## config.mk

```make
export PLATFORM = sky130hd
export DESIGN_NAME = irq_prio_ctrl
export DESIGN_NICKNAME = d
export VERILOG_FILES = /design/src/rtl/irq_prio_pkg.sv /design/src/rtl/irq_arbiter.sv /design/src/rtl/irq_regs.sv /design/src/rtl/irq_prio_ctrl.sv
export SDC_FILE = /design/constraint.sdc
export NUM_CORES = 1
export LEC_CHECK = 0
export BUFFER_PORTS_ARGS = -buffer_cell sky130_fd_sc_hd__buf_2
export CORE_ASPECT_RATIO = 0.8
export CORE_MARGIN = 2
export CORE_UTILIZATION = 28
export DETAILED_ROUTE_END_ITERATION = 7
export PLACE_DENSITY = 0.5
export SETUP_SLACK_MARGIN = 0.3
export SYNTH_ARGS = -nofsm -noshare
export SYNTH_HDL_FRONTEND = slang
export SYNTH_SLANG_ARGS = --single-unit
```

## constraint.sdc

```tcl
create_clock -name clk -period 73 [get_ports clk]
set_clock_uncertainty 0.1 [all_clocks]
set_input_delay 7.3 -clock clk [delete_from_list [all_inputs] [get_ports clk]]
set_output_delay 7.3 -clock clk [all_outputs]
set_load 0.02 [all_outputs]
```

## src/rtl/irq_prio_pkg.sv

```systemverilog
package irq_prio_pkg;

  localparam int N_PERIPH_DEF = 30;
  localparam int N_LVL        = 7;
  localparam int LVL_W        = 3;
  localparam int RANK_W       = 4;
  localparam int VEC_W        = 8;
  localparam int GROUP        = 5;
  localparam int VEC_BASE     = 62;
  localparam int SW_LEGACY    = 31;
  localparam int PER_LEGACY   = 2;
  localparam int REMAP_LVL    = 6;
  localparam int REMAP1_RANK  = 8;
  localparam int REMAP2_RANK  = 7;
  localparam int SW_RANK      = 0;

  localparam logic [5:0] OFS_REMAP1 = 6'h10;
  localparam logic [5:0] OFS_REMAP2 = 6'h11;
  localparam logic [5:0] OFS_SWSET  = 6'h18;
  localparam logic [5:0] OFS_SWCLR  = 6'h19;
  localparam logic [5:0] OFS_ACK    = 6'h20;

  localparam logic [1:0] SIZE_BYTE  = 2'b00;

  typedef struct packed {
    logic [LVL_W-1:0]  lvl;
    logic [RANK_W-1:0] rank;
    logic [VEC_W-1:0]  vec;
  } irq_cand_t;

  function automatic logic [LVL_W-1:0] per_level(input int idx);
    return LVL_W'(REMAP_LVL - idx / GROUP);
  endfunction

  function automatic logic [RANK_W-1:0] per_rank(input int idx);
    return RANK_W'(6 - idx % GROUP);
  endfunction

  function automatic logic [VEC_W-1:0] per_vec(input int idx);
    return VEC_W'(VEC_BASE + PER_LEGACY + idx);
  endfunction

  function automatic logic [VEC_W-1:0] sw_vec(input int lvl);
    return VEC_W'(VEC_BASE + SW_LEGACY + lvl);
  endfunction

endpackage

```

## src/rtl/irq_arbiter.sv

```systemverilog
module irq_arbiter
  import irq_prio_pkg::*;
#(
  parameter int N_PERIPH = N_PERIPH_DEF
) (
  input  logic [N_PERIPH-1:0] req_i,
  input  logic [N_LVL-1:0]    sw_req_i,
  input  logic [LVL_W-1:0]    mask_i,
  input  logic [7:0]          remap1_i,
  input  logic [7:0]          remap2_i,
  output logic [LVL_W-1:0]    win_lvl_o,
  output logic [VEC_W-1:0]    win_vec_o,
  output logic                hit_o
);

  localparam int N_SRC = N_PERIPH + N_LVL;

  irq_cand_t        cand [N_SRC];
  logic [N_SRC-1:0] elig;

  // Peripheral candidates: fixed slot unless a selector lifts the line
  for (genvar g = 0; g < N_PERIPH; g++) begin : g_per
    logic sel1, sel2;
    assign sel1 = (remap1_i == 8'(g + 1));
    assign sel2 = (remap2_i == 8'(g + 1));
    always_comb begin
      cand[g].vec = per_vec(g);
      if (sel1) begin
        cand[g].lvl  = LVL_W'(REMAP_LVL);
        cand[g].rank = RANK_W'(REMAP1_RANK);
      end else if (sel2) begin
        cand[g].lvl  = LVL_W'(REMAP_LVL);
        cand[g].rank = RANK_W'(REMAP2_RANK);
      end else begin
        cand[g].lvl  = per_level(g);
        cand[g].rank = per_rank(g);
      end
    end
    assign elig[g] = req_i[g] &&
                     ((cand[g].lvl == LVL_W'(N_LVL)) || (cand[g].lvl > mask_i));
  end

  // Software candidates: one per level, lowest rank in the level
  for (genvar l = 0; l < N_LVL; l++) begin : g_sw
    assign cand[N_PERIPH+l].lvl  = LVL_W'(l + 1);
    assign cand[N_PERIPH+l].rank = RANK_W'(SW_RANK);
    assign cand[N_PERIPH+l].vec  = sw_vec(l + 1);
    assign elig[N_PERIPH+l] = sw_req_i[l] &&
                              ((l + 1 == N_LVL) || (LVL_W'(l + 1) > mask_i));
  end

  // Linear maximum search over {level, rank}
  always_comb begin
    logic [LVL_W+RANK_W-1:0] best_key;
    logic                    found;
    best_key  = '0;
    found     = 1'b0;
    win_lvl_o = '0;
    win_vec_o = '0;
    for (int i = 0; i < N_SRC; i++) begin
      if (elig[i] && (!found || ({cand[i].lvl, cand[i].rank} > best_key))) begin
        found     = 1'b1;
        best_key  = {cand[i].lvl, cand[i].rank};
        win_lvl_o = cand[i].lvl;
        win_vec_o = cand[i].vec;
      end
    end
  end

  assign hit_o = |elig;

  always_comb begin
    assert (hit_o == (win_lvl_o != '0))
      else $error("AST_HIT_LEVEL");
  end

endmodule

```

## src/rtl/irq_regs.sv

```systemverilog
module irq_regs
  import irq_prio_pkg::*;
#(
  parameter int ADDR_W = 24
) (
  input  logic              clk,
  input  logic              rst_n,
  input  logic              bus_sel,
  input  logic              bus_wr,
  input  logic [1:0]        bus_size,
  input  logic [ADDR_W-1:0] bus_addr,
  input  logic [7:0]        bus_wdata,
  input  logic [VEC_W-1:0]  win_vec_i,
  output logic [N_LVL-1:0]  sw_req_o,
  output logic [7:0]        remap1_o,
  output logic [7:0]        remap2_o,
  output logic              bus_ack,
  output logic              bus_err,
  output logic [7:0]        bus_rdata
);

  logic [5:0]       ofs;
  logic             in_win;
  logic             bad;
  logic             good_wr;
  logic [7:0]       rd_mux;
  logic [N_LVL-1:0] sw_d;
  logic [7:0]       remap1_d, remap2_d;
  logic             sw_en, remap1_en, remap2_en;
  logic             ack_d, err_d;
  logic [7:0]       rdata_d;

  assign ofs    = bus_addr[5:0];
  assign in_win = &bus_addr[ADDR_W-1:6];

  // Decode
  always_comb begin
    bad    = 1'b0;
    rd_mux = '0;
    unique case (ofs)
      OFS_REMAP1: rd_mux = remap1_o;
      OFS_REMAP2: rd_mux = remap2_o;
      OFS_SWSET,
      OFS_SWCLR:  bad = !bus_wr;
      OFS_ACK:    begin
                    bad    = bus_wr;
                    rd_mux = win_vec_i;
                  end
      default:    bad = 1'b1;
    endcase
    if (!in_win || (bus_size != SIZE_BYTE)) bad = 1'b1;
  end

  assign good_wr = bus_sel && bus_wr && !bad;

  // Next state
  always_comb begin
    sw_d      = sw_req_o;
    sw_en     = 1'b0;
    remap1_d  = bus_wdata;
    remap2_d  = bus_wdata;
    remap1_en = good_wr && (ofs == OFS_REMAP1);
    remap2_en = good_wr && (ofs == OFS_REMAP2);
    if (good_wr && (bus_wdata < 8'(N_LVL))) begin
      if (ofs == OFS_SWSET) begin
        sw_en = 1'b1;
        sw_d[bus_wdata[2:0]] = 1'b1;
      end else if (ofs == OFS_SWCLR) begin
        sw_en = 1'b1;
        sw_d[bus_wdata[2:0]] = 1'b0;
      end
    end
    ack_d   = bus_sel;
    err_d   = bus_sel && bad;
    rdata_d = (bus_sel && !bus_wr && !bad) ? rd_mux : 8'h00;
  end

  // Registers
  always_ff @(posedge clk or negedge rst_n) begin
    if (!rst_n) begin
      sw_req_o  <= '0;
      remap1_o  <= '0;
      remap2_o  <= '0;
      bus_ack   <= 1'b0;
      bus_err   <= 1'b0;
      bus_rdata <= '0;
    end else begin
      if (sw_en)     sw_req_o <= sw_d;
      if (remap1_en) remap1_o <= remap1_d;
      if (remap2_en) remap2_o <= remap2_d;
      bus_ack   <= ack_d;
      bus_err   <= err_d;
      bus_rdata <= rdata_d;
    end
  end

  AST_SIZE_ERR: assert property (@(posedge clk) disable iff (!rst_n)
    (bus_sel && (bus_size != SIZE_BYTE)) |=> (bus_err && bus_ack));

  AST_OUT_WIN_ERR: assert property (@(posedge clk) disable iff (!rst_n)
    (bus_sel && !(&bus_addr[ADDR_W-1:6])) |=> (bus_err && bus_rdata == 8'h00));

  AST_ACK_VEC: assert property (@(posedge clk) disable iff (!rst_n)
    (bus_sel && !bus_wr && in_win && bus_size == SIZE_BYTE && ofs == OFS_ACK)
      |=> (bus_rdata == $past(win_vec_i)));

  AST_SET_IGNORED: assert property (@(posedge clk) disable iff (!rst_n)
    (bus_sel && bus_wr && ofs == OFS_SWSET && bus_wdata > 8'd6) |=> $stable(sw_req_o));

  AST_REMAP_HOLD: assert property (@(posedge clk) disable iff (!rst_n)
    !(bus_sel && bus_wr) |=> ($stable(remap1_o) && $stable(remap2_o)));

endmodule

```

## src/rtl/irq_prio_ctrl.sv

```systemverilog
module irq_prio_ctrl
  import irq_prio_pkg::*;
#(
  parameter int N_PERIPH = N_PERIPH_DEF,
  parameter int ADDR_W   = 24
) (
  input  logic                clk,
  input  logic                rst_n,
  input  logic [N_PERIPH-1:0] irq_req_i,
  input  logic [LVL_W-1:0]    mask_i,
  input  logic                lp_en_i,
  output logic [LVL_W-1:0]    lvl_o,
  output logic [VEC_W-1:0]    vec_o,
  output logic                wake_o,
  input  logic                bus_sel,
  input  logic                bus_wr,
  input  logic [1:0]          bus_size,
  input  logic [ADDR_W-1:0]   bus_addr,
  input  logic [7:0]          bus_wdata,
  output logic                bus_ack,
  output logic                bus_err,
  output logic [7:0]          bus_rdata
);

  // Reset: asynchronous assertion, synchronous release
  logic [1:0] rst_pipe;
  logic       rst_s_n;

  always_ff @(posedge clk or negedge rst_n) begin
    if (!rst_n) rst_pipe <= 2'b00;
    else        rst_pipe <= {rst_pipe[0], 1'b1};
  end
  assign rst_s_n = rst_pipe[1];

  logic [N_LVL-1:0] sw_req;
  logic [7:0]       remap1, remap2;
  logic [LVL_W-1:0] win_lvl;
  logic [VEC_W-1:0] win_vec;
  logic             hit;

  irq_regs #(.ADDR_W(ADDR_W)) regs_i (
    .clk       (clk),
    .rst_n     (rst_s_n),
    .bus_sel   (bus_sel),
    .bus_wr    (bus_wr),
    .bus_size  (bus_size),
    .bus_addr  (bus_addr),
    .bus_wdata (bus_wdata),
    .win_vec_i (win_vec),
    .sw_req_o  (sw_req),
    .remap1_o  (remap1),
    .remap2_o  (remap2),
    .bus_ack   (bus_ack),
    .bus_err   (bus_err),
    .bus_rdata (bus_rdata)
  );

  irq_arbiter #(.N_PERIPH(N_PERIPH)) arb_i (
    .req_i     (irq_req_i),
    .sw_req_i  (sw_req),
    .mask_i    (mask_i),
    .remap1_i  (remap1),
    .remap2_i  (remap2),
    .win_lvl_o (win_lvl),
    .win_vec_o (win_vec),
    .hit_o     (hit)
  );

  // Wake-up path: purely combinational
  assign wake_o = lp_en_i & hit;

  // Output registers with explicit enable
  logic             out_en;
  logic [LVL_W-1:0] lvl_d;
  logic [VEC_W-1:0] vec_d;

  always_comb begin
    lvl_d  = win_lvl;
    vec_d  = win_vec;
    out_en = (lvl_d != lvl_o) || (vec_d != vec_o);
  end

  always_ff @(posedge clk or negedge rst_s_n) begin
    if (!rst_s_n) begin
      lvl_o <= '0;
      vec_o <= '0;
    end else if (out_en) begin
      lvl_o <= lvl_d;
      vec_o <= vec_d;
    end
  end

  AST_LVL_ABOVE_MASK: assert property (@(posedge clk) disable iff (!rst_s_n)
    (lvl_o != '0) |-> ((lvl_o == LVL_W'(N_LVL)) || (lvl_o > $past(mask_i))));

  AST_ZERO_PAIR: assert property (@(posedge clk) disable iff (!rst_s_n)
    (lvl_o == '0) == (vec_o == '0));

  AST_OUT_FOLLOWS: assert property (@(posedge clk) disable iff (!rst_s_n)
    1'b1 |=> (vec_o == $past(win_vec)));

endmodule

```

==> results.json, run 1 <==
{
  "tightestPinTransition_ns": 1.049,
  "grt_util_all_layers_pct": 18.69,
  "p_leak_nw": 6.430,
  "synthTopCellsByCount": "204 x ha_1, 194 x nand2_1, 158 x nor2_1",
  "grt_pass1_wl_mm": 65.95,
  "cap_violations": 0,
  "slew_headroom_pct": 29.51,
  "cpMostUsedCell": "o21ai_0",
  "crit_arrival_ns": 61.42,
  "switching_share_pct": 48.34,
  "drv_slew": 0,
  "clockPowerShare_pct": 11.6,
  "finalHoldViolCount": 0,
  "drive_gt1_share_pct": 15.35,
  "gr-max-usage-layer": "met2",
  "layout.nets": 2001,
  "die_y_um": 187.0,
  "synth_top_area_share_pct": 21.77,
  "crit_type": "input pin to output pin",
  "synthFlopType": "dfrtp_1",
  "cts.reportedPaths.clkPinSlew_ns": 0.06,
  "drt_wl_total_mm": 41.76,
  "fin_area_um2": 13240,
  "whs_ns": 0.2554,
  "placed_cell_area_um2": 12790,
  "tns_ns": 0,
  "dp.final_hpwl_mm": 34.58,
  "syn_area_per_cell_um2": 7.153,
  "p_int_mw": 0.1139,
  "fmax_ghz": 0.01453,
  "period_share_pct": 94.28,
  "grt_use_met2_pct": 28.94,
  "grt_pass1_vias": 12110,
  "max_stage_delay_ns": 0.69,
  "p_per_area_nw_per_um2": 16.65,
  "vias_per_cell": 5.535,
  "rr_startpoint": "regs_i.remap1_o[4]",
  "worst-path-max-fanout": 13,
  "yosysSeqAreaShare_pct": 9.605,
  "clkSinkCount": 45,
  "synth_most_common_cell": "ha_1",
  "io_pins": 94,
  "start_util_pct": 28.20,
  "peakVddDrop_mv": 0.01595,
  "clockRootBuffer": "clkbuf_16",
  "period_needed_ns": 68.82,
  "combPwrFrac_pct": 75.7,
  "drt_iter0_drc": 926,
  "diodes": 0,
  "synth.distinct_cells": 99,
  "met3_usage_pct": 2.378,
  "die_area_um2": 43530,
  "area_growth_pct": 12.92,
  "cpMaxStageDelayCell": "a2111oi_0",
  "yosys_warnings": 0,
  "fin_util_pct": 31.84,
  "synth_fp_nets": 1915,
  "critPathLaunchType": "input pin",
  "io_buffers": 92,
  "die_w_um": 232.8,
  "setup_viol": 0,
  "use_met1_pct": 27.91,
  "ys_seq_elements": 45,
  "status": "finished clean",
  "cp-startpoint": "mask_i[1]",
  "insertion_delay_ns": 0.29,
  "rsz0062_at_grt": "no",
  "synth_area_um2": 11720,
  "yosys.area.top_type": "ha_1",
  "cp.required_ns": 65.60,
  "gp_congestion": 0.9161,
  "p_sw_mw": 0.1066,
  "postSynthCellCount": 1639,
  "power.total_mw": 0.2205,
  "vias": 12610,
  "cts_buffer_depth": 2,
  "hold_class": "flip-flop to flip-flop",
  "wl_per_cell_um": 18.33,
  "remaining_drc_errors": 0,
  "antenna_found_initial": 1,
  "ant_nets": 0,
  "worstSetupEndpointType": "output pin",
  "fp-row-count": 67,
  "power_frac_seq_pct": 12.7,
  "hp-start": "rst_pipe[0]",
  "cts_buffers": 5,
  "ys_async_sr_fraction_pct": 100.0,
  "holdBufCountCts": 0,
  "synth_edf_count": 0,
  "core-area_um2": 41580,
  "drtPass1Iterations": 5,
  "grt_start_max_net_pins": 44,
  "grt_overflow": 0,
  "cts_htree_levels": 2,
  "tritoncts": "done",
  "synthTopCellsByArea": "ha_1 22%, dfrtp_1 9.6%, nand2_1 6.2%, mux2_2 5.6%, nor2_1 5.1%"
}
-- layout make-up --
cell class | instances | area (um^2)
timing repair buffer | 111 | 605.6
fill | 4597 | 28340
tap | 552 | 690.7
clock buffer | 6 | 128.9
multi-input combinational | 1428 | 10140
clock inverter | 2 | 38.79
inverter | 134 | 503.0
sequential | 45 | 1127
-- cell families (layout without fill, tap and decap cells) --
group                      Yosys count  count (layout)  share of synthesized area (%)
AOI/OAI and AO/OA                  473             473                          27.46
DFF                                 45              45                          9.605
and+or+nand+nor                    666             666                          27.92
muxes                               83              83                          7.748
adders and majority gates          204             204                          21.77
buffers and inverters              166             253                          5.432
other                                2               2                        0.06406
-- through the flow --
stage               setup WS [ns]  std cells
floorplan                   9.034       1639
global placement           0.9260       2258
detailed placement         0.1601       2258
CTS                        0.4044       2266
global route               0.3271       2278
finish                      4.177       2278
-- critical path, delay by kind of cell --
| kind | cells | cell delay [ns] |
|---|---|---|
| fa+ha+maj | 29 | 8.60 |
| compound gates | 136 | 27.22 |
| buf+inv | 16 | 2.12 |
| simple gates | 75 | 11.03 |
| mux | 14 | 5.06 |
-- worst paths after layout --
path                                  endpoint  slack (ns)  cells past startpoint
min reg2reg                        rst_pipe[1]        0.26                      0
max reg2reg                regs_i.bus_rdata[0]       17.85                    271
min                                rst_pipe[1]        0.26                      0
min in group asynchronous            async pin        0.32                      0
max in group asynchronous          rst_pipe[1]       66.01                      1
max                                     wake_o        4.18                    270
-- per-layer routing --
layer	vias to the layer above	part of all wire (%)
met5	-	0
met4	0	1.4
met3	42	5.4
met2	329	42
met1	6007	51
li1	6231	-
-- cell usage in the layout, fill, tap and decap left out, drive strengths merged, types with 10 or more instances in the layout --
master  Yosys  final
a21boi     14     14
a21o       34     34
a21oi      95     95
a31oi      25     25
and2       18     18
and3       21     21
buf         7    110
dfrtp      45     45
ha        204    204
inv       133    133
mux2       59     59
mux2i      24     24
nand2     194    194
nand2b     27     27
nand3      68     68
nand4      34     34
nor2      160    160
nor2b      50     50
nor3       41     41
o211ai     11     11
o21a       39     39
o21ai     117    117
o221ai     10     10
o22ai      11     11
o31ai      15     15
or2        17     17
-- power groups by stage --
stage / Clock, mW / Combinational (mW) / Sequential [mW]
after detailed placement: 0 / 0.161 / 0.0284
after floorplan: 0 / 0.116 / 0.0307
after global routing: 0.0274 / 0.187 / 0.0283
after global placement: 0 / 0.158 / 0.0285
final: 0.0256 / 0.167 / 0.0280
after CTS: 0.0262 / 0.162 / 0.0281
-- timing repair --
item | 4_1_cts | 5_1_grt
gates cloned | 0 | 0
endpoints found under the setup margin | 1 | 1
gates resized for setup | 2 | 39
endpoints found under the hold margin | 0 | 0
buffers inserted | 0 | 12
pin swaps | 0 | 6
No activity file was read; power rests on OpenSTA's default activity.
==> run 2: changes to the inputs <==
Settings changed: CELL_PAD_IN_SITES_DETAIL_PLACEMENT set to 1, CELL_PAD_IN_SITES_GLOBAL_PLACEMENT set to 1, GPL_ROUTABILITY_DRIVEN set to 1, PLACE_DENSITY 0.5 to 0.62, TNS_END_PERCENT set to 10.
==> results.json, run 2 (synthesis results as in run 1) <==
{
  "p_per_area_nw_per_um2": 16.92,
  "fillCellCount": 5291,
  "vias": 12790,
  "drtPass1Iterations": 5,
  "status": "finished clean",
  "drv_slew": 0,
  "cap_violations": 0,
  "wl_per_cell_um": 19.75,
  "dp.final_hpwl_mm": 37.89,
  "placed_cell_area_um2": 12820,
  "ant_nets": 0,
  "layout.nets": 2008,
  "vias_per_cell": 5.598,
  "io_pins": 94,
  "crit_arrival_ns": 61.51,
  "final_common_cell": "ha_1",
  "grt_start_max_net_pins": 44,
  "area_growth_pct": 13.50,
  "drive_gt1_share_pct": 15.93,
  "die_w_um": 232.8,
  "cpMostUsedCell": "ha_1",
  "layout_common_cells": "204 x ha_1, 193 x nand2_1, 154 x nor2_1",
  "clkSinkCount": 45,
  "holdBufCountCts": 0,
  "cts_buffers": 5,
  "hp-start": "rst_pipe[0]",
  "grt_pass1_wl_mm": 71.70,
  "finalHoldViolCount": 0,
  "die_area_um2": 43530,
  "die_y_um": 187.0,
  "cpMaxStageDelayCell": "or3b_2",
  "peakVddDrop_mv": 0.01309,
  "setup_viol": 0,
  "fmax_ghz": 0.01451,
  "rr_startpoint": "regs_i.remap1_o[4]",
  "fin_area_um2": 13310,
  "fp-row-count": 67,
  "grt_overflow": 0,
  "tns_ns": 0,
  "rsz0062_at_grt": "no",
  "critPathBufInv": 17,
  "grt_pass1_vias": 13100,
  "insertion_delay_ns": 0.29,
  "worstSetupEndpointType": "output pin",
  "grt_util_all_layers_pct": 20.24,
  "gp_congestion": 0.8777,
  "start_util_pct": 28.20,
  "critical-path-top-delay-family": "compound AO/OA/AOI/OAI gates",
  "cts_buffer_depth": 2,
  "tritoncts": "done",
  "remaining_drc_errors": 0,
  "period_share_pct": 94.39,
  "drt_iter0_drc": 667,
  "core-area_um2": 41580,
  "tightestPinTransition_ns": 1.123,
  "worst-path-max-fanout": 16,
  "diodes": 0,
  "clockRootBuffer": "clkbuf_16",
  "io_buffers": 92,
  "max_stage_delay_ns": 0.50,
  "antenna_found_initial": 0,
  "p_leak_nw": 6.471,
  "slew_headroom_pct": 24.33,
  "drt_wl_total_mm": 45.12,
  "cts.reportedPaths.clkPinSlew_ns": 0.06,
  "cp-startpoint": "mask_i[1]",
  "critPathLaunchType": "input pin",
  "period_needed_ns": 68.91,
  "cts_htree_levels": 2,
  "hold_class": "flip-flop to flip-flop",
  "crit_type": "input pin to output pin",
  "cp.required_ns": 65.60
}
-- run 2: changes by cell type in the layout (fill, tap and decap cells not counted), moves of 2 or more --
cell      before  now
buf_4         19   26
o21ai_4        2    0
o21ai_0      106  102
nor2_4         2    4
a21boi_2       0    2
a21boi_1       3    1
inv_6          0    2
o21ai_1        8   14
-- run 2: worst reg2reg max path, delay by kind of cell, from the launching register on --
| family | cells | cell delay, ns |
|---|---|---|
| fa+ha+maj | 29 | 8.66 |
| simple gates | 77 | 12.35 |
| flops | 1 | 0.46 |
| compound gates | 138 | 26.58 |
| buf+inv | 15 | 2.10 |
| mux | 14 | 4.99 |
-- run 2: report_power, final --
group	total, mW	internal (mW)	switching, mW
clock	0.0264	0.0164	0.0100
combinational	0.171	0.0721	0.0988
sequential	0.0278	0.0269	0.000951
total	0.225	0.115	0.110
-- run 2: layer usage --
metal | track usage (%) | wire, um | vias to the layer above
li1 | - | - | 6237
met1 | 29.47 | 22520 | 6270
met2 | 32.68 | 20150 | 244
met3 | 2.302 | 1948 | 41
met4 | 2.621 | 502 | 0
met5 | 0 | 0 | -
-- run 2: final timing paths --
kind | slack (ns) | end | cells past startpoint
hold reg to reg | 0.26 | rst_pipe[1] | 0
max in group asynchronous | 66.01 | rst_pipe[1] | 1
setup reg to reg | 17.71 | regs_i.bus_rdata[0] | 273
min in group asynchronous | 0.32 | lvl_o[1] | 0
hold / removal | 0.26 | rst_pipe[1] | 0
setup / recovery | 4.09 | wake_o | 272
-- run 2: layout make-up --
class / instances / area, um^2 / area share (%)
clock buffer: 5 / 125.1 / 0.9403
inverter: 134 / 503.0 / 3.780
clock inverter: 3 / 47.55 / 0.3573
multi-input combinational: 1428 / 10160 / 76.33
timing repair buffer: 118 / 655.6 / 4.927
sequential: 45 / 1127 / 8.472
tap: 552 / 690.7 / 5.190
-- run 2: what timing repair did --
item,CTS,global route
endpoints found under the hold margin,0,0
resized for setup,0,49
buffers inserted,0,16
endpoints found under the setup margin,0,1
-- run 2: through the flow --
step           total power [mW]  hold WS (ns)  std cells  setup slack (ns)  utilization (%)
2_1_floorplan            0.1462        0.2312       1639             9.034                -
3_3_place_gp             0.1862        0.2365       2261             2.246            30.83
3_5_place_dp             0.1932        0.2393       2261            0.5930            30.83
4_1_cts                  0.2214        0.2638       2269            0.3750            31.24
5_1_grt                  0.2488        0.2783       2285           0.09681            32.00
6_report                 0.2252        0.2640       2285             4.094            32.00
